[config.mk]
export PLATFORM = sky130hd
export DESIGN_NAME = psr_tcon
export DESIGN_NICKNAME = d
export VERILOG_FILES = /design/src/rtl/psr_pkg.sv /design/src/rtl/psr_hvgen.sv /design/src/rtl/psr_srcsel.sv /design/src/rtl/psr_pixout.sv /design/src/rtl/psr_tcon.sv
export SDC_FILE = /design/constraint.sdc
export NUM_CORES = 1
export LEC_CHECK = 0
export BUFFER_PORTS_ARGS = -buffer_cell sky130_fd_sc_hd__buf_2
export CAP_MARGIN = 10
export CORE_ASPECT_RATIO = 1.75
export CORE_MARGIN = 2
export CORE_UTILIZATION = 45
export CTS_CLUSTER_SIZE = 24
export DETAILED_ROUTE_END_ITERATION = 6
export PLACE_DENSITY = 0.66
export SETUP_SLACK_MARGIN = 0.4
export SYNTH_ARGS = -nofsm -noshare
export SYNTH_HDL_FRONTEND = slang
export SYNTH_SLANG_ARGS = --single-unit
[constraint.sdc]
create_clock -name clk -period 7.3 [get_ports clk]
set_clock_uncertainty 0.15 [all_clocks]
set_input_delay 1.46 -clock clk [delete_from_list [all_inputs] [get_ports clk]]
set_output_delay 1.46 -clock clk [all_outputs]
set_load 0.1 [all_outputs]
[src/rtl/psr_pkg.sv]
package psr_pkg;

  typedef enum logic [1:0] {
    SRC_LIVE = 2'd0,
    SRC_HOLD = 2'd1,
    SRC_PART = 2'd2
  } src_e;

  // Codes 1 and 3 both mean hold.
  function automatic src_e decode_mode(input logic [1:0] code);
    case (code)
      2'd0:    decode_mode = SRC_LIVE;
      2'd2:    decode_mode = SRC_PART;
      default: decode_mode = SRC_HOLD;
    endcase
  endfunction

endpackage

[src/rtl/psr_hvgen.sv]
module psr_hvgen #(
  parameter int H_ACTIVE = 320,
  parameter int V_ACTIVE = 240,
  parameter int HC_W     = 10,
  parameter int VC_W     = 10,
  parameter int CFG_W    = 8,
  parameter int D_HS     = 12,
  parameter int D_HBP    = 38,
  parameter int D_HFP    = 30,
  parameter int D_VS     = 3,
  parameter int D_VBP    = 12,
  parameter int D_VFP    = 8
) (
  input  logic             clk,
  input  logic             rst_n,
  input  logic [CFG_W-1:0] cfg_hsync,
  input  logic [CFG_W-1:0] cfg_hbp,
  input  logic [CFG_W-1:0] cfg_hfp,
  input  logic [CFG_W-1:0] cfg_vsync,
  input  logic [CFG_W-1:0] cfg_vbp,
  input  logic [CFG_W-1:0] cfg_vfp,
  input  logic [VC_W-1:0]  cfg_vstretch,
  input  logic             hold_i,
  output logic             frame_last,
  output logic             hs0,
  output logic             vs0,
  output logic             de0,
  output logic [HC_W-1:0]  x0,
  output logic [VC_W-1:0]  y0
);

  logic [HC_W-1:0]  hcnt, h_start, htot;
  logic [VC_W-1:0]  vcnt, v_start, vtot;
  logic [CFG_W-1:0] hs_q, hbp_q, hfp_q, vs_q, vbp_q, vfp_q;
  logic [VC_W-1:0]  str_q;
  logic             line_last, h_in, v_in;

  assign h_start = HC_W'(hs_q) + HC_W'(hbp_q);
  assign htot    = h_start + HC_W'(H_ACTIVE) + HC_W'(hfp_q);
  assign v_start = VC_W'(vs_q) + VC_W'(vbp_q);
  // Stretch lines sit after the front porch, in hold frames only.
  assign vtot    = v_start + VC_W'(V_ACTIVE) + VC_W'(vfp_q) + (hold_i ? str_q : '0);

  assign line_last  = (hcnt == htot - HC_W'(1));
  assign frame_last = line_last && (vcnt == vtot - VC_W'(1));

  always_ff @(posedge clk or negedge rst_n) begin
    if (!rst_n) begin
      hcnt  <= '0;
      vcnt  <= '0;
      hs_q  <= CFG_W'(D_HS);
      hbp_q <= CFG_W'(D_HBP);
      hfp_q <= CFG_W'(D_HFP);
      vs_q  <= CFG_W'(D_VS);
      vbp_q <= CFG_W'(D_VBP);
      vfp_q <= CFG_W'(D_VFP);
      str_q <= '0;
    end else begin
      hcnt <= line_last ? '0 : hcnt + HC_W'(1);
      if (line_last) vcnt <= frame_last ? '0 : vcnt + VC_W'(1);
      if (frame_last) begin
        hs_q  <= cfg_hsync;
        hbp_q <= cfg_hbp;
        hfp_q <= cfg_hfp;
        vs_q  <= cfg_vsync;
        vbp_q <= cfg_vbp;
        vfp_q <= cfg_vfp;
        str_q <= cfg_vstretch;
      end
    end
  end

  assign h_in = (hcnt >= h_start) && (hcnt < h_start + HC_W'(H_ACTIVE));
  assign v_in = (vcnt >= v_start) && (vcnt < v_start + VC_W'(V_ACTIVE));
  assign hs0  = hcnt < HC_W'(hs_q);
  assign vs0  = vcnt < VC_W'(vs_q);
  assign de0  = h_in && v_in;
  assign x0   = hcnt - h_start;
  assign y0   = vcnt - v_start;

endmodule

[src/rtl/psr_srcsel.sv]
module psr_srcsel
  import psr_pkg::*;
#(
  parameter int HC_W = 10,
  parameter int VC_W = 10
) (
  input  logic            clk,
  input  logic            rst_n,
  input  logic            frame_last,
  input  logic [1:0]      mode_i,
  input  logic [HC_W-1:0] rx0_i,
  input  logic [HC_W-1:0] rx1_i,
  input  logic [VC_W-1:0] ry0_i,
  input  logic [VC_W-1:0] ry1_i,
  input  logic            de0,
  input  logic [HC_W-1:0] x0,
  input  logic [VC_W-1:0] y0,
  input  logic            s_valid,
  output logic            hold_o,
  output logic            s_ready,
  output logic            take_o
);

  src_e            mode_q;
  logic [HC_W-1:0] rx0_q, rx1_q;
  logic [VC_W-1:0] ry0_q, ry1_q;
  logic            in_rect;

  always_ff @(posedge clk or negedge rst_n) begin
    if (!rst_n) begin
      mode_q <= SRC_LIVE;
      rx0_q  <= '0;
      rx1_q  <= '0;
      ry0_q  <= '0;
      ry1_q  <= '0;
    end else if (frame_last) begin
      mode_q <= decode_mode(mode_i);
      rx0_q  <= rx0_i;
      rx1_q  <= rx1_i;
      ry0_q  <= ry0_i;
      ry1_q  <= ry1_i;
    end
  end

  assign in_rect = (x0 >= rx0_q) && (x0 <= rx1_q) && (y0 >= ry0_q) && (y0 <= ry1_q);
  assign hold_o  = (mode_q == SRC_HOLD);
  assign s_ready = de0 && ((mode_q == SRC_LIVE) || ((mode_q == SRC_PART) && in_rect));
  assign take_o  = s_ready && s_valid;

  // the frame's source choice only moves at the frame boundary
  a_r8_mode_hold: assert property (@(posedge clk) disable iff (!rst_n)
    !frame_last |=> $stable(mode_q));

endmodule

[src/rtl/psr_pixout.sv]
module psr_pixout #(
  parameter int HC_W  = 10,
  parameter int VC_W  = 10,
  parameter int PIX_W = 24
) (
  input  logic             clk,
  input  logic             rst_n,
  input  logic             hs0,
  input  logic             vs0,
  input  logic             de0,
  input  logic [HC_W-1:0]  x0,
  input  logic [VC_W-1:0]  y0,
  input  logic             take,
  input  logic [PIX_W-1:0] s_data,
  input  logic [PIX_W-1:0] mem_rdata,
  output logic             lcd_hsync,
  output logic             lcd_vsync,
  output logic             lcd_de,
  output logic [HC_W-1:0]  lcd_x,
  output logic [VC_W-1:0]  lcd_y,
  output logic [PIX_W-1:0] lcd_pix
);

  // Stage 1 waits alongside the store read; stage 2 picks the pixel.
  logic             hs1, vs1, de1, take1;
  logic [HC_W-1:0]  x1;
  logic [VC_W-1:0]  y1;
  logic [PIX_W-1:0] live1;

  always_ff @(posedge clk or negedge rst_n) begin
    if (!rst_n) begin
      hs1 <= 1'b0; vs1 <= 1'b0; de1 <= 1'b0; take1 <= 1'b0;
      x1 <= '0; y1 <= '0; live1 <= '0;
      lcd_hsync <= 1'b0; lcd_vsync <= 1'b0; lcd_de <= 1'b0;
      lcd_x <= '0; lcd_y <= '0; lcd_pix <= '0;
    end else begin
      hs1   <= hs0;
      vs1   <= vs0;
      de1   <= de0;
      take1 <= take;
      x1    <= de0 ? x0 : '0;
      y1    <= de0 ? y0 : '0;
      live1 <= s_data;
      lcd_hsync <= hs1;
      lcd_vsync <= vs1;
      lcd_de    <= de1;
      lcd_x     <= x1;
      lcd_y     <= y1;
      lcd_pix   <= de1 ? (take1 ? live1 : mem_rdata) : '0;
    end
  end

  // no active pixel inside the frame sync
  a_r3_vsync_blanks_de: assert property (@(posedge clk) disable iff (!rst_n)
    lcd_vsync |-> !lcd_de);
  // no active pixel inside the line sync
  a_r2_hsync_blanks_de: assert property (@(posedge clk) disable iff (!rst_n)
    lcd_de |-> !lcd_hsync);

endmodule

[src/rtl/psr_tcon.sv]
module psr_tcon #(
  parameter int H_ACTIVE = 320,
  parameter int V_ACTIVE = 240,
  parameter int PIX_W    = 24,
  parameter int HC_W     = 10,
  parameter int VC_W     = 10,
  parameter int CFG_W    = 8,
  parameter int D_HS     = 12,
  parameter int D_HBP    = 38,
  parameter int D_HFP    = 30,
  parameter int D_VS     = 3,
  parameter int D_VBP    = 12,
  parameter int D_VFP    = 8,
  localparam int ADDR_W  = $clog2(H_ACTIVE * V_ACTIVE)
) (
  input  logic              clk,
  input  logic              rst_n,
  input  logic [CFG_W-1:0]  cfg_hsync,
  input  logic [CFG_W-1:0]  cfg_hbp,
  input  logic [CFG_W-1:0]  cfg_hfp,
  input  logic [CFG_W-1:0]  cfg_vsync,
  input  logic [CFG_W-1:0]  cfg_vbp,
  input  logic [CFG_W-1:0]  cfg_vfp,
  input  logic [VC_W-1:0]   cfg_vstretch,
  input  logic [1:0]        src_mode,
  input  logic [HC_W-1:0]   upd_x0,
  input  logic [HC_W-1:0]   upd_x1,
  input  logic [VC_W-1:0]   upd_y0,
  input  logic [VC_W-1:0]   upd_y1,
  input  logic              s_valid,
  output logic              s_ready,
  input  logic [PIX_W-1:0]  s_data,
  output logic [ADDR_W-1:0] mem_addr,
  output logic              mem_we,
  output logic [PIX_W-1:0]  mem_wdata,
  input  logic [PIX_W-1:0]  mem_rdata,
  output logic              lcd_hsync,
  output logic              lcd_vsync,
  output logic              lcd_de,
  output logic [HC_W-1:0]   lcd_x,
  output logic [VC_W-1:0]   lcd_y,
  output logic [PIX_W-1:0]  lcd_pix
);

  logic            frame_last, hs0, vs0, de0, hold, take;
  logic [HC_W-1:0] x0;
  logic [VC_W-1:0] y0;

  psr_hvgen #(
    .H_ACTIVE(H_ACTIVE), .V_ACTIVE(V_ACTIVE), .HC_W(HC_W), .VC_W(VC_W), .CFG_W(CFG_W),
    .D_HS(D_HS), .D_HBP(D_HBP), .D_HFP(D_HFP), .D_VS(D_VS), .D_VBP(D_VBP), .D_VFP(D_VFP)
  ) u_hv (
    .clk(clk), .rst_n(rst_n),
    .cfg_hsync(cfg_hsync), .cfg_hbp(cfg_hbp), .cfg_hfp(cfg_hfp),
    .cfg_vsync(cfg_vsync), .cfg_vbp(cfg_vbp), .cfg_vfp(cfg_vfp),
    .cfg_vstretch(cfg_vstretch), .hold_i(hold),
    .frame_last(frame_last), .hs0(hs0), .vs0(vs0), .de0(de0), .x0(x0), .y0(y0)
  );

  psr_srcsel #(.HC_W(HC_W), .VC_W(VC_W)) u_sel (
    .clk(clk), .rst_n(rst_n), .frame_last(frame_last), .mode_i(src_mode),
    .rx0_i(upd_x0), .rx1_i(upd_x1), .ry0_i(upd_y0), .ry1_i(upd_y1),
    .de0(de0), .x0(x0), .y0(y0), .s_valid(s_valid),
    .hold_o(hold), .s_ready(s_ready), .take_o(take)
  );

  // One port: write when a word is taken, read otherwise.
  assign mem_addr  = de0 ? (ADDR_W'(y0) * ADDR_W'(H_ACTIVE) + ADDR_W'(x0)) : '0;
  assign mem_we    = take;
  assign mem_wdata = s_data;

  psr_pixout #(.HC_W(HC_W), .VC_W(VC_W), .PIX_W(PIX_W)) u_out (
    .clk(clk), .rst_n(rst_n), .hs0(hs0), .vs0(vs0), .de0(de0), .x0(x0), .y0(y0),
    .take(take), .s_data(s_data), .mem_rdata(mem_rdata),
    .lcd_hsync(lcd_hsync), .lcd_vsync(lcd_vsync), .lcd_de(lcd_de),
    .lcd_x(lcd_x), .lcd_y(lcd_y), .lcd_pix(lcd_pix)
  );

  // the stream is only asked for data on active pixels
  a_r4_ready_only_active: assert property (@(posedge clk) disable iff (!rst_n)
    s_ready |-> de0);
  // a hold frame never writes the store
  a_r5_hold_no_write: assert property (@(posedge clk) disable iff (!rst_n)
    hold |-> !mem_we);

endmodule

==> reports/metrics.cfg, run 1 <==
[synthesis]
synth_top_cell_area_share_pct=36.2
postSynthCellCount=1249
ys_top_cells_by_area=dfrtp_1 36%, ha_1 14%, mux2_4 9.7%
synth_edf_count=0
ys_seq_area_share_pct=38.9
synth-seq-cells=215
syn_nets=1565
async_flop_share_pct=100
yosysTopAreaCell=dfrtp_1
syn_area_um2=13900
avgSynthCellArea_um2=11.1
synth_top_flop_cell=dfrtp_1
synth.top_cells.by_count=201 x dfrtp_1, 150 x ha_1, 127 x inv_1
ys.warnings.count=0
yosysMostFrequentCell=dfrtp_1
ys_types=73

[power_and_ir_drop]
peakVddDrop_mv=0.184
p_clk_share_pct=44.5
internal_power_mw=1.93
cellPowerDensity_nw_per_um2=151
pwr-share-comb_pct=9.2
p_sw_mw=0.684
fin_total_pwr_mw=2.62
netSwitchingFraction_pct=26.1
p_leak_nw=8.46
sequentialPowerShare_pct=46.3

[cts]
clk_pin_slew_worst_paths_ps=60
numCtsBuffers=22
clk_latency_ps=530
cts_tree=built
clock_sink_count=215
holdBufCountCts=0
clock_tree.root_cell=clkbuf_16
htreeDepth=1
cts_max_path_buffers=3

[timing]
slew-limit-headroom_pct=39.5
slew_violations=0
hold_violations=0
fmax_mhz=136
period_minus_slack_ps=7370
setup_viol=1
fin_crit_sh_pct=101
rsz0062_at_grt=true
worst_slack_ps=-71.2
tightest_slew_ps=907

[critical_path]
worst_setup_path_end_kind=primary output
r2r_cells=20
cp.required_ps=5690
arrival_ps=5760
path_max_fanout=4
critical_path_class=register to primary output
setup.worst_path.start_class=register

[route]
drtPass1Iterations=5
via_count=10200
drt-initial-drc-count=348
drc=0
ant_nets=0
wl_per_cell_um=17.9
wirelength_um=34400
avgViaCountPerCell=5.28

[placed_design]
dpl.hpwl_um=25700
dp_slack_ps=88.5
io_buffers=240
gp_congestion=0.886

[die]
die_x_um=137
core_um2=30500
start_util_pct=45.5
dieArea_um2=32300
num_rows=85
ios=241
die_y_um=236

[job]
maxCapViolCount=0

[final_layout]
area_growth_pct=24.9
nNetsFinal=1833
drive_above_1_share_pct=37.6
fillCellCount=2610

[global_routing]
grt_max_degree=155
grt_pass1_wl_um=53400
grt_pass1_vias=10500
antenna_found_initial=1
overflow=0
track_usage_pct=20.9

[run_status]
outcome=finished, violations left
violations=negative setup slack

[worst_hold_path]
hold_path_class=register to register
holdPathStages=0

-- final timing paths --
kind,start,endpoint,slack [ps]
worst max-delay path,u_hv.vs_q[0]$_DFFE_PN1P_,mem_addr[16],-70
worst min-delay path,u_out.y1[8]$_DFF_PN0_,u_out.lcd_y[8]$_DFF_PN0_,200
worst max register to register,u_hv.hs_q[3]$_DFFE_PN1P_,u_sel.mode_q[1]$_DFFE_PN0P_,1070
worst min register to register,u_out.y1[8]$_DFF_PN0_,u_out.lcd_y[8]$_DFF_PN0_,200
max in group asynchronous,rst_n,u_hv.vcnt[3]$_DFFE_PN0N_,4980
min in group asynchronous,rst_n,u_out.lcd_x[1]$_DFF_PN0_,760
-- timing repair --
| item | in CTS | in global routing |
|---|---|---|
| pin swaps | 31 | 31 |
| setup endpoints to repair | 15 | 19 |
| resized for setup | 68 | 93 |
| setup buffers | 32 | 12 |
| cloned | 0 | 0 |
| hold endpoints to repair | 0 | 0 |
-- worst max-delay path: stages, from the launching register on --
cell and delay [ps]:
dfstp_2 550, ha_4 150, fa_2 450, inv_2 80
ha_4 190, nor2b_1 130, o21a_1 190, o21ai_2 170
a21oi_2 90, or2_4 280, maj3_2 350, a211oi_4 300
nor2_4 80, ha_4 270, ha_4 200, o21a_1 100
o31a_1 130, or4b_4 510, nand3_4 90, nand3_4 80
xnor2_2 210, a21oi_2 60, nor4b_4 350, buf_12 230
-- routing by layer --
layer	track usage [%]	vias to the layer above	routed length [um]	part of all wire, %
met1	23.0	4888	12700	37
met2	39.0	311	18200	53
met5	0	-	0	0
met3	2.75	88	1830	5.3
li1	-	4874	-	-
met4	9.25	0	1580	4.6
-- sequential cells by signal, summed over array words and instances (netlist names), 8 cells and up --
register       flops
u_out.live1       24
u_out.y1          10
u_hv.vbp_q         8
u_hv.vfp_q         8
u_sel.ry1_q       10
u_sel.rx0_q       10
u_hv.hfp_q         8
u_sel.ry0_q       10
u_hv.hcnt         10
u_out.lcd_pix     24
u_out.lcd_x       10
u_hv.str_q        10
u_out.x1          10
u_hv.vs_q          8
u_sel.rx1_q       10
u_hv.hs_q          8
u_hv.hbp_q         8
u_hv.vcnt         10
u_out.lcd_y       10
-- power by group through the flow --
stage,Clock (mW),Sequential (mW),Combinational [mW]
4_1_cts,1.20,1.21,0.245
3_3_place_gp,0,1.23,0.241
3_5_place_dp,0,1.23,0.244
6_report,1.17,1.21,0.240
2_1_floorplan,0,1.31,0.0815
5_1_grt,1.24,1.21,0.255
-- per-stage QoR --
stage                     cell area (um^2)  TNS (ps)  std cells  hold WS, ps  utilization, %
after detailed placement             15500         0       1840          186            50.7
after global routing                 17300      -461       1925          207            56.8
after floorplan                      14000     -2830       1249          181               -
after CTS                            16800         0       1912          200            55.0
final                                17300     -71.2       1925          199            56.8
after global placement               15500         0       1840          182            50.7
-- logic make-up (layout without fill, tap and decap cells) --
family / after synthesis / in the layout / share of synthesized area [%]
AOI/OAI and AO/OA: 196 / 196 / 9.47
muxes: 128 / 128 / 12.6
DFF: 215 / 215 / 38.9
and+or+nand+nor: 273 / 273 / 11.0
buffers and inverters: 188 / 472 / 6.99
adders and majority gates: 168 / 168 / 15.9
xor gates and xnor gates: 81 / 81 / 5.17
other: 0 / 1 / 0
-- final cells by class --
cell class	count	area (um^2)	area share, %
Timing Repair Buffer	304	1910	11.0
Inverter	128	480	2.77
Antenna cell	1	2.50	0.0144
Tap cell	391	489	2.82
Multi-Input combinational cell	846	8310	48.0
Sequential cell	215	5400	31.1
Clock buffer	28	614	3.54
Clock inverter	12	129	0.744
-- layout by cell type, fill, tap and decap left out, types with 15 or more instances in the layout --
master / instances
nor2b_1: 35
xnor2_1: 39
mux2i_1: 28
a21oi_1: 35
nand4_1: 15
dfrtp_1: 201
o21ai_0: 30
nand2_1: 36
nand3_1: 18
buf_2: 220
xor2_1: 29
buf_6: 15
ha_4: 16
inv_1: 124
buf_4: 58
ha_1: 130
nor2_1: 48
a21o_1: 36
mux2_4: 90
clkbuf_16: 23
No activity file was read; power rests on OpenSTA's default activity.
==> inputs of run 2 (changes only) <==
GPL_TIMING_DRIVEN = 0   (was not set)
==> reports/metrics.cfg, run 2 (synthesis results as in run 1) <==
[route]
via_count=10400  ; was 10200
wirelength_um=35500  ; was 34400 um
avgViaCountPerCell=5.24  ; was 5.28
drtPass1Iterations=4  ; was 5
drc=0  ; unchanged
ant_nets=0  ; unchanged
wl_per_cell_um=18.0  ; was 17.9 um
drt-initial-drc-count=411  ; was 348

[critical_path]
arrival_ps=5760  ; about the same
worst_path_most_repeated_cell=ha_4  ; unchanged
critical_path_class=register to primary output  ; unchanged
cp.required_ps=5690  ; about the same
path_buf_inv=2  ; unchanged
crit_family=adder cells  ; unchanged
crit_slowest_cell=dfstp_2  ; unchanged
path_cells=ha_4 > fa_2 > inv_2 > ha_4 > nor2b_4 > o21a_1 > o21ai_2 > a21oi_2 > or2_4 > maj3_2 > a211oi_4 > nor2_2 > ha_4 > ha_4 > o21a_1 > o31a_1 > or4b_4 > nand3_4 > nand3_4 > xnor2_4 > a21oi_2 > nor4b_4 > buf_6  ; was ha_4 > fa_2 > inv_2 > ha_4 > nor2b_1 > o21a_1 > o21ai_2 > a21oi_2 > or2_4 > maj3_2 > a211oi_4 > nor2_4 > ha_4 > ha_4 > o21a_1 > o31a_1 > or4b_4 > nand3_4 > nand3_4 > xnor2_2 > a21oi_2 > nor4b_4 > buf_12
path_max_fanout=3  ; was 4
setup.worst_path.start_class=register  ; unchanged
worst_setup_path_end_kind=primary output  ; unchanged
slowest_delay_ps=560  ; was 550 ps

[die]
core_um2=30500  ; unchanged
num_rows=85  ; unchanged
dieArea_um2=32300  ; unchanged
start_util_pct=45.5  ; unchanged
die_x_um=137  ; unchanged
die_y_um=236  ; unchanged
ios=241  ; unchanged

[global_routing]
track_usage_pct=21.8  ; was 20.9%
grt_max_degree=118  ; was 155
antenna_found_initial=0  ; was 1
grt_pass1_wl_um=55200  ; was 53400 um
grt_pass1_vias=11000  ; was 10500
overflow=0  ; unchanged

[final_layout]
final_common_cell=buf_2  ; unchanged
nNetsFinal=1886  ; was 1833
largestRegisters=u_out.lcd_pix x24, u_out.live1 x24  ; unchanged
finish.utilization_pct=58.9  ; was 56.8%
final_cells=1976  ; was 1925
area_growth_pct=29.6  ; was 24.9%
n_antenna_cell=0  ; was 1
layout_common_cells=224 x buf_2, 201 x dfrtp_1, 130 x ha_1  ; was 220 x buf_2, 201 x dfrtp_1, 130 x ha_1
finalInstanceArea_um2=18000  ; was 17300 um^2
drive_above_1_share_pct=39.7  ; was 37.6%

[placed_design]
io_buffers=240  ; unchanged
place_area_um2=15700  ; was 15500 um^2
dpl.hpwl_um=27000  ; was 25700 um
gp_congestion=0.886  ; about the same
dpl.cell_count=1881  ; was 1840

[cts]
clock_tree.root_cell=clkbuf_16  ; unchanged
clock_sink_count=215  ; unchanged
cts_max_path_buffers=3  ; unchanged
numCtsBuffers=23  ; was 22
clk_latency_ps=520  ; was 530 ps
cts_tree=built  ; unchanged
htreeDepth=1  ; unchanged
clk_pin_slew_worst_paths_ps=60  ; about the same

[run_status]
violations=negative setup slack  ; unchanged
outcome=finished, violations left  ; unchanged

[timing]
slew-limit-headroom_pct=38.8  ; was 39.5%
fin_crit_sh_pct=101  ; about the same
worst_slack_ps=-69.0  ; was -71.2 ps
setup_viol=1  ; unchanged
period_minus_slack_ps=7370  ; about the same
rsz0062_at_grt=true  ; unchanged
tightest_slew_ps=918  ; was 907 ps
hold_violations=0  ; unchanged
slew_violations=0  ; unchanged
fmax_mhz=136  ; about the same

[power_and_ir_drop]
p_leak_nw=8.72  ; was 8.46 nW
cellPowerDensity_nw_per_um2=153  ; was 151 nW/um^2
peakVddDrop_mv=0.179  ; was 0.184 mV

[worst_hold_path]
hold_path_class=register to register  ; unchanged

[job]
maxCapViolCount=0  ; unchanged

[run 2: changes by cell type in the layout (fill, tap and decap cells not counted), sizes merged]
cell      delta
clkinv       -4
diode        -1
clkbuf      +15
bufinv       +3
clkinvlp     +2
buf         +36
[run 2: repair_timing]
| item | in CTS | in global routing |
|---|---|---|
| buffers inserted | 33 | 22 |
| hold buffers | 0 | 0 |
| gates resized for setup | 143 | 67 |
| pin swaps | 34 | 39 |
| endpoints found under the setup margin | 19 | 19 |
| gates cloned | 0 | 0 |
[run 2: worst paths after layout]
kind / slack [ps] / startpoint / end / cells after the start
hold reg to reg: 200 / u_out.y1[0]$_DFF_PN0_ / u_out.lcd_y[0]$_DFF_PN0_ / 0
max in group asynchronous: 5140 / rst_n / u_hv.vfp_q[2]$_DFFE_PN0P_ / 2
min in group asynchronous: 790 / rst_n / u_out.lcd_de$_DFF_PN0_ / 1
setup reg to reg: 1240 / u_hv.vbp_q[0]$_DFFE_PN0P_ / u_hv.vs_q[7]$_DFFE_PN0P_ / 22
setup / recovery: -70 / u_hv.vs_q[0]$_DFFE_PN1P_ / mem_addr[16] / 23
hold / removal: 200 / u_out.y1[0]$_DFF_PN0_ / u_out.lcd_y[0]$_DFF_PN0_ / 0
[run 2: through the flow]
stage	power [mW]	hold WS, ps	setup WS, ps	setup TNS (ps)
3_5_place_dp	1.49	185	-501	-598
2_1_floorplan	1.39	181	-392	-2830
3_3_place_gp	1.48	181	-410	-537
5_1_grt	2.84	202	-209	-270
6_report	2.75	198	-69.0	-69.0
4_1_cts	2.78	197	-40.3	-57.7
[run 2: cell type report]
class                   instances  area (um^2)
repair buffers                296         1830
flip-flops and latches        215         5400
inverters                     128          483
well taps                     391          489
plain buffers                  60          498
clock buffers                  27          621
fillers                      2515        12500
clock inverters                13          206
multi-input cells             846         8470
[run 2: power by group]
group          internal [mW]  switching [mW]  leakage [nW]
clock network          0.786           0.501         0.402
logic                 0.0611           0.190          5.54
registers               1.21         0.00397          2.78
[run 2: per-layer routing]
metal  share of wire [%]  vias to the layer above  GRT usage (%)
li1                    -                     4982              -
met1                  36                     5002           22.4
met2                  55                      299           42.5
met3                 5.3                       75           2.92
met4                 4.3                        0           9.72
met5                   0                        -              0
==> inputs of run 3 (changes only) <==
==> constraint.sdc (replaced) <==
create_clock -name clk -period 7.3 [get_ports clk]
set_clock_uncertainty 0.15 [all_clocks]
set_input_delay 0.73 -clock clk [delete_from_list [all_inputs] [get_ports clk]]
set_output_delay 0.73 -clock clk [all_outputs]
set_load 0.1 [all_outputs]
==> reports/metrics.cfg, run 3 (synthesis results as in run 1) <==
[timing]
slew-limit-headroom_pct=37.6  ; was 38.8%
slew_violations=0  ; unchanged
fin_crit_sh_pct=92.2  ; was 101%
tightest_slew_ps=936  ; was 918 ps
period_minus_slack_ps=6730  ; was 7370 ps
rsz0062_at_grt=true  ; unchanged
fmax_mhz=149  ; was 136 MHz
setup_viol=0  ; was 1
setup_tns_ps=0  ; was -69.0 ps
hold_violations=0  ; unchanged
worst_slack_ps=567  ; was -69.0 ps

[critical_path]
arrival_ps=5850  ; was 5760 ps
critical_path_class=register to primary output  ; unchanged
cp.required_ps=6420  ; was 5690 ps
path_max_fanout=4  ; was 3
worst_setup_path_end_kind=primary output  ; unchanged
setup.worst_path.start_class=register  ; unchanged

[die]
core_um2=30500  ; unchanged
die_y_um=236  ; unchanged
die_x_um=137  ; unchanged
start_util_pct=45.5  ; unchanged
dieArea_um2=32300  ; unchanged
ios=241  ; unchanged
num_rows=85  ; unchanged

[route]
drc=0  ; unchanged
via_count=10100  ; was 10400
drt-initial-drc-count=395  ; was 411
wl_per_cell_um=17.3  ; was 18.0 um
ant_nets=0  ; unchanged
drtPass1Iterations=6  ; was 4
wirelength_um=33600  ; was 35500 um
avgViaCountPerCell=5.24  ; about the same

[power_and_ir_drop]
fin_total_pwr_mw=2.63  ; was 2.75 mW
cellPowerDensity_nw_per_um2=156  ; was 153 nW/um^2
p_leak_nw=8.33  ; was 8.72 nW
peakVddDrop_mv=0.174  ; was 0.179 mV

[cts]
clock_sink_count=215  ; unchanged
cts_tree=built  ; unchanged
numCtsBuffers=22  ; was 23
cts_max_path_buffers=3  ; unchanged
clk_pin_slew_worst_paths_ps=70  ; was 60 ps
holdBufCountCts=0  ; unchanged
htreeDepth=1  ; unchanged
clk_latency_ps=520  ; about the same
clock_tree.root_cell=clkbuf_16  ; unchanged

[global_routing]
grt_pass1_vias=10600  ; was 11000
antenna_found_initial=0  ; unchanged
track_usage_pct=20.9  ; was 21.8%
grt_pass1_wl_um=53200  ; was 55200 um
overflow=0  ; unchanged
grt_max_degree=124  ; was 118

[final_layout]
n_antenna_cell=0  ; unchanged
multi_input_comb_area_um2=7870  ; was 8470 um^2
layout_common_cells=234 x buf_2, 200 x dfrtp_1, 140 x ha_1  ; was 224 x buf_2, 201 x dfrtp_1, 130 x ha_1
seq_area_um2=5400  ; about the same
finish.utilization_pct=55.2  ; was 58.9%
nNetsFinal=1847  ; was 1886
drive_above_1_share_pct=33.0  ; was 39.7%
largestRegisters=u_out.lcd_pix x24, u_out.live1 x24  ; unchanged
final_common_cell=buf_2  ; unchanged
fillCellCount=2674  ; was 2515
area_growth_pct=21.5  ; was 29.6%

[job]
maxCapViolCount=0  ; unchanged

[placed_design]
io_buffers=240  ; unchanged
dpl.hpwl_um=25900  ; was 27000 um
gp_congestion=0.897  ; was 0.886
dp_slack_ps=219  ; was -501 ps

[worst_hold_path]
hold_path_class=input pin to async pin  ; was register to register

[run_status]
outcome=finished clean  ; was finished, violations left

==> run 3: cell type report <==
type	count	area share [%]
multi-input combinational	846	46.6
sequential	215	32.0
timing repair buffer	258	8.30
clock buffer	29	3.55
buffer	60	2.90
tap	391	2.90
inverter	128	2.85
clock inverter	11	0.838
==> run 3: repair_timing <==
| action | in CTS | in global routing |
|---|---|---|
| pin swaps | 15 | 16 |
| setup buffers | 13 | 4 |
| setup endpoints to repair | 10 | 17 |
| resized for setup | 36 | 39 |
| cloned | 0 | 0 |
| hold endpoints to repair | 0 | 0 |
==> run 3: critical path, stage by stage (launching register included) <==
cell and delay [ps]:
dfrtp_1 420, ha_4 190, fa_2 550, inv_1 50, ha_1 280, nor2b_1 140, o21a_1 190, o21ai_2 140
a21oi_2 80, or2_4 250, maj3_1 380, a211oi_2 330, nor2_4 80, ha_4 290, ha_4 210, o21a_1 100
o31a_1 120, or4b_4 490, nand3_2 110, nand3_2 90, xnor2_2 220, a21oi_1 70, nor4b_2 260, clkbuf_8 300
==> run 3: through the flow <==
| step | cells | cell area [um^2] | hold slack, ps |
|---|---|---|---|
| after global placement | 1880 | 15600 | 182 |
| after floorplan | 1249 | 13900 | 181 |
| after detailed placement | 1881 | 15600 | 185 |
| after global routing | 1938 | 16900 | 100 |
| final | 1938 | 16900 | 43.9 |
| after CTS | 1934 | 16700 | 92.0 |
==> run 3: metal layers <==
metal | vias to the layer above | track usage, % | wire length [um] | part of all wire [%]
met2 | 255 | 40.2 | 18300 | 54
li1 | 4900 | - | - | -
met1 | 4927 | 22.6 | 12600 | 37
met4 | 0 | 7.99 | 1210 | 3.6
met5 | - | 0 | 0 | 0
met3 | 65 | 2.47 | 1560 | 4.6
==> run 3: power breakdown <==
| part | internal [mW] | leakage [nW] | switching (mW) |
|---|---|---|---|
| sequential | 1.21 | 2.78 | 0.00425 |
| clock | 0.687 | 0.353 | 0.486 |
| combinational | 0.0607 | 5.19 | 0.188 |
==> run 3: worst paths after layout <==
kind / from / endpoint / slack, ps / depth (start not counted)
max in group asynchronous: rst_n / u_out.lcd_pix[6]$_DFF_PN0_ / 5900 / 2
max: u_hv.vbp_q[0]$_DFFE_PN0P_ / mem_addr[16] / 570 / 23
max reg2reg: u_hv.hs_q[2]$_DFFE_PN1P_ / u_hv.hfp_q[7]$_DFFE_PN0P_ / 1340 / 20
min reg2reg: u_out.y1[4]$_DFF_PN0_ / u_out.lcd_y[4]$_DFF_PN0_ / 200 / 0
min: rst_n / u_hv.hfp_q[0]$_DFFE_PN0P_ / 40 / 1
min in group clk: s_data[19] / u_out.live1[19]$_DFF_PN0_ / 180 / 1
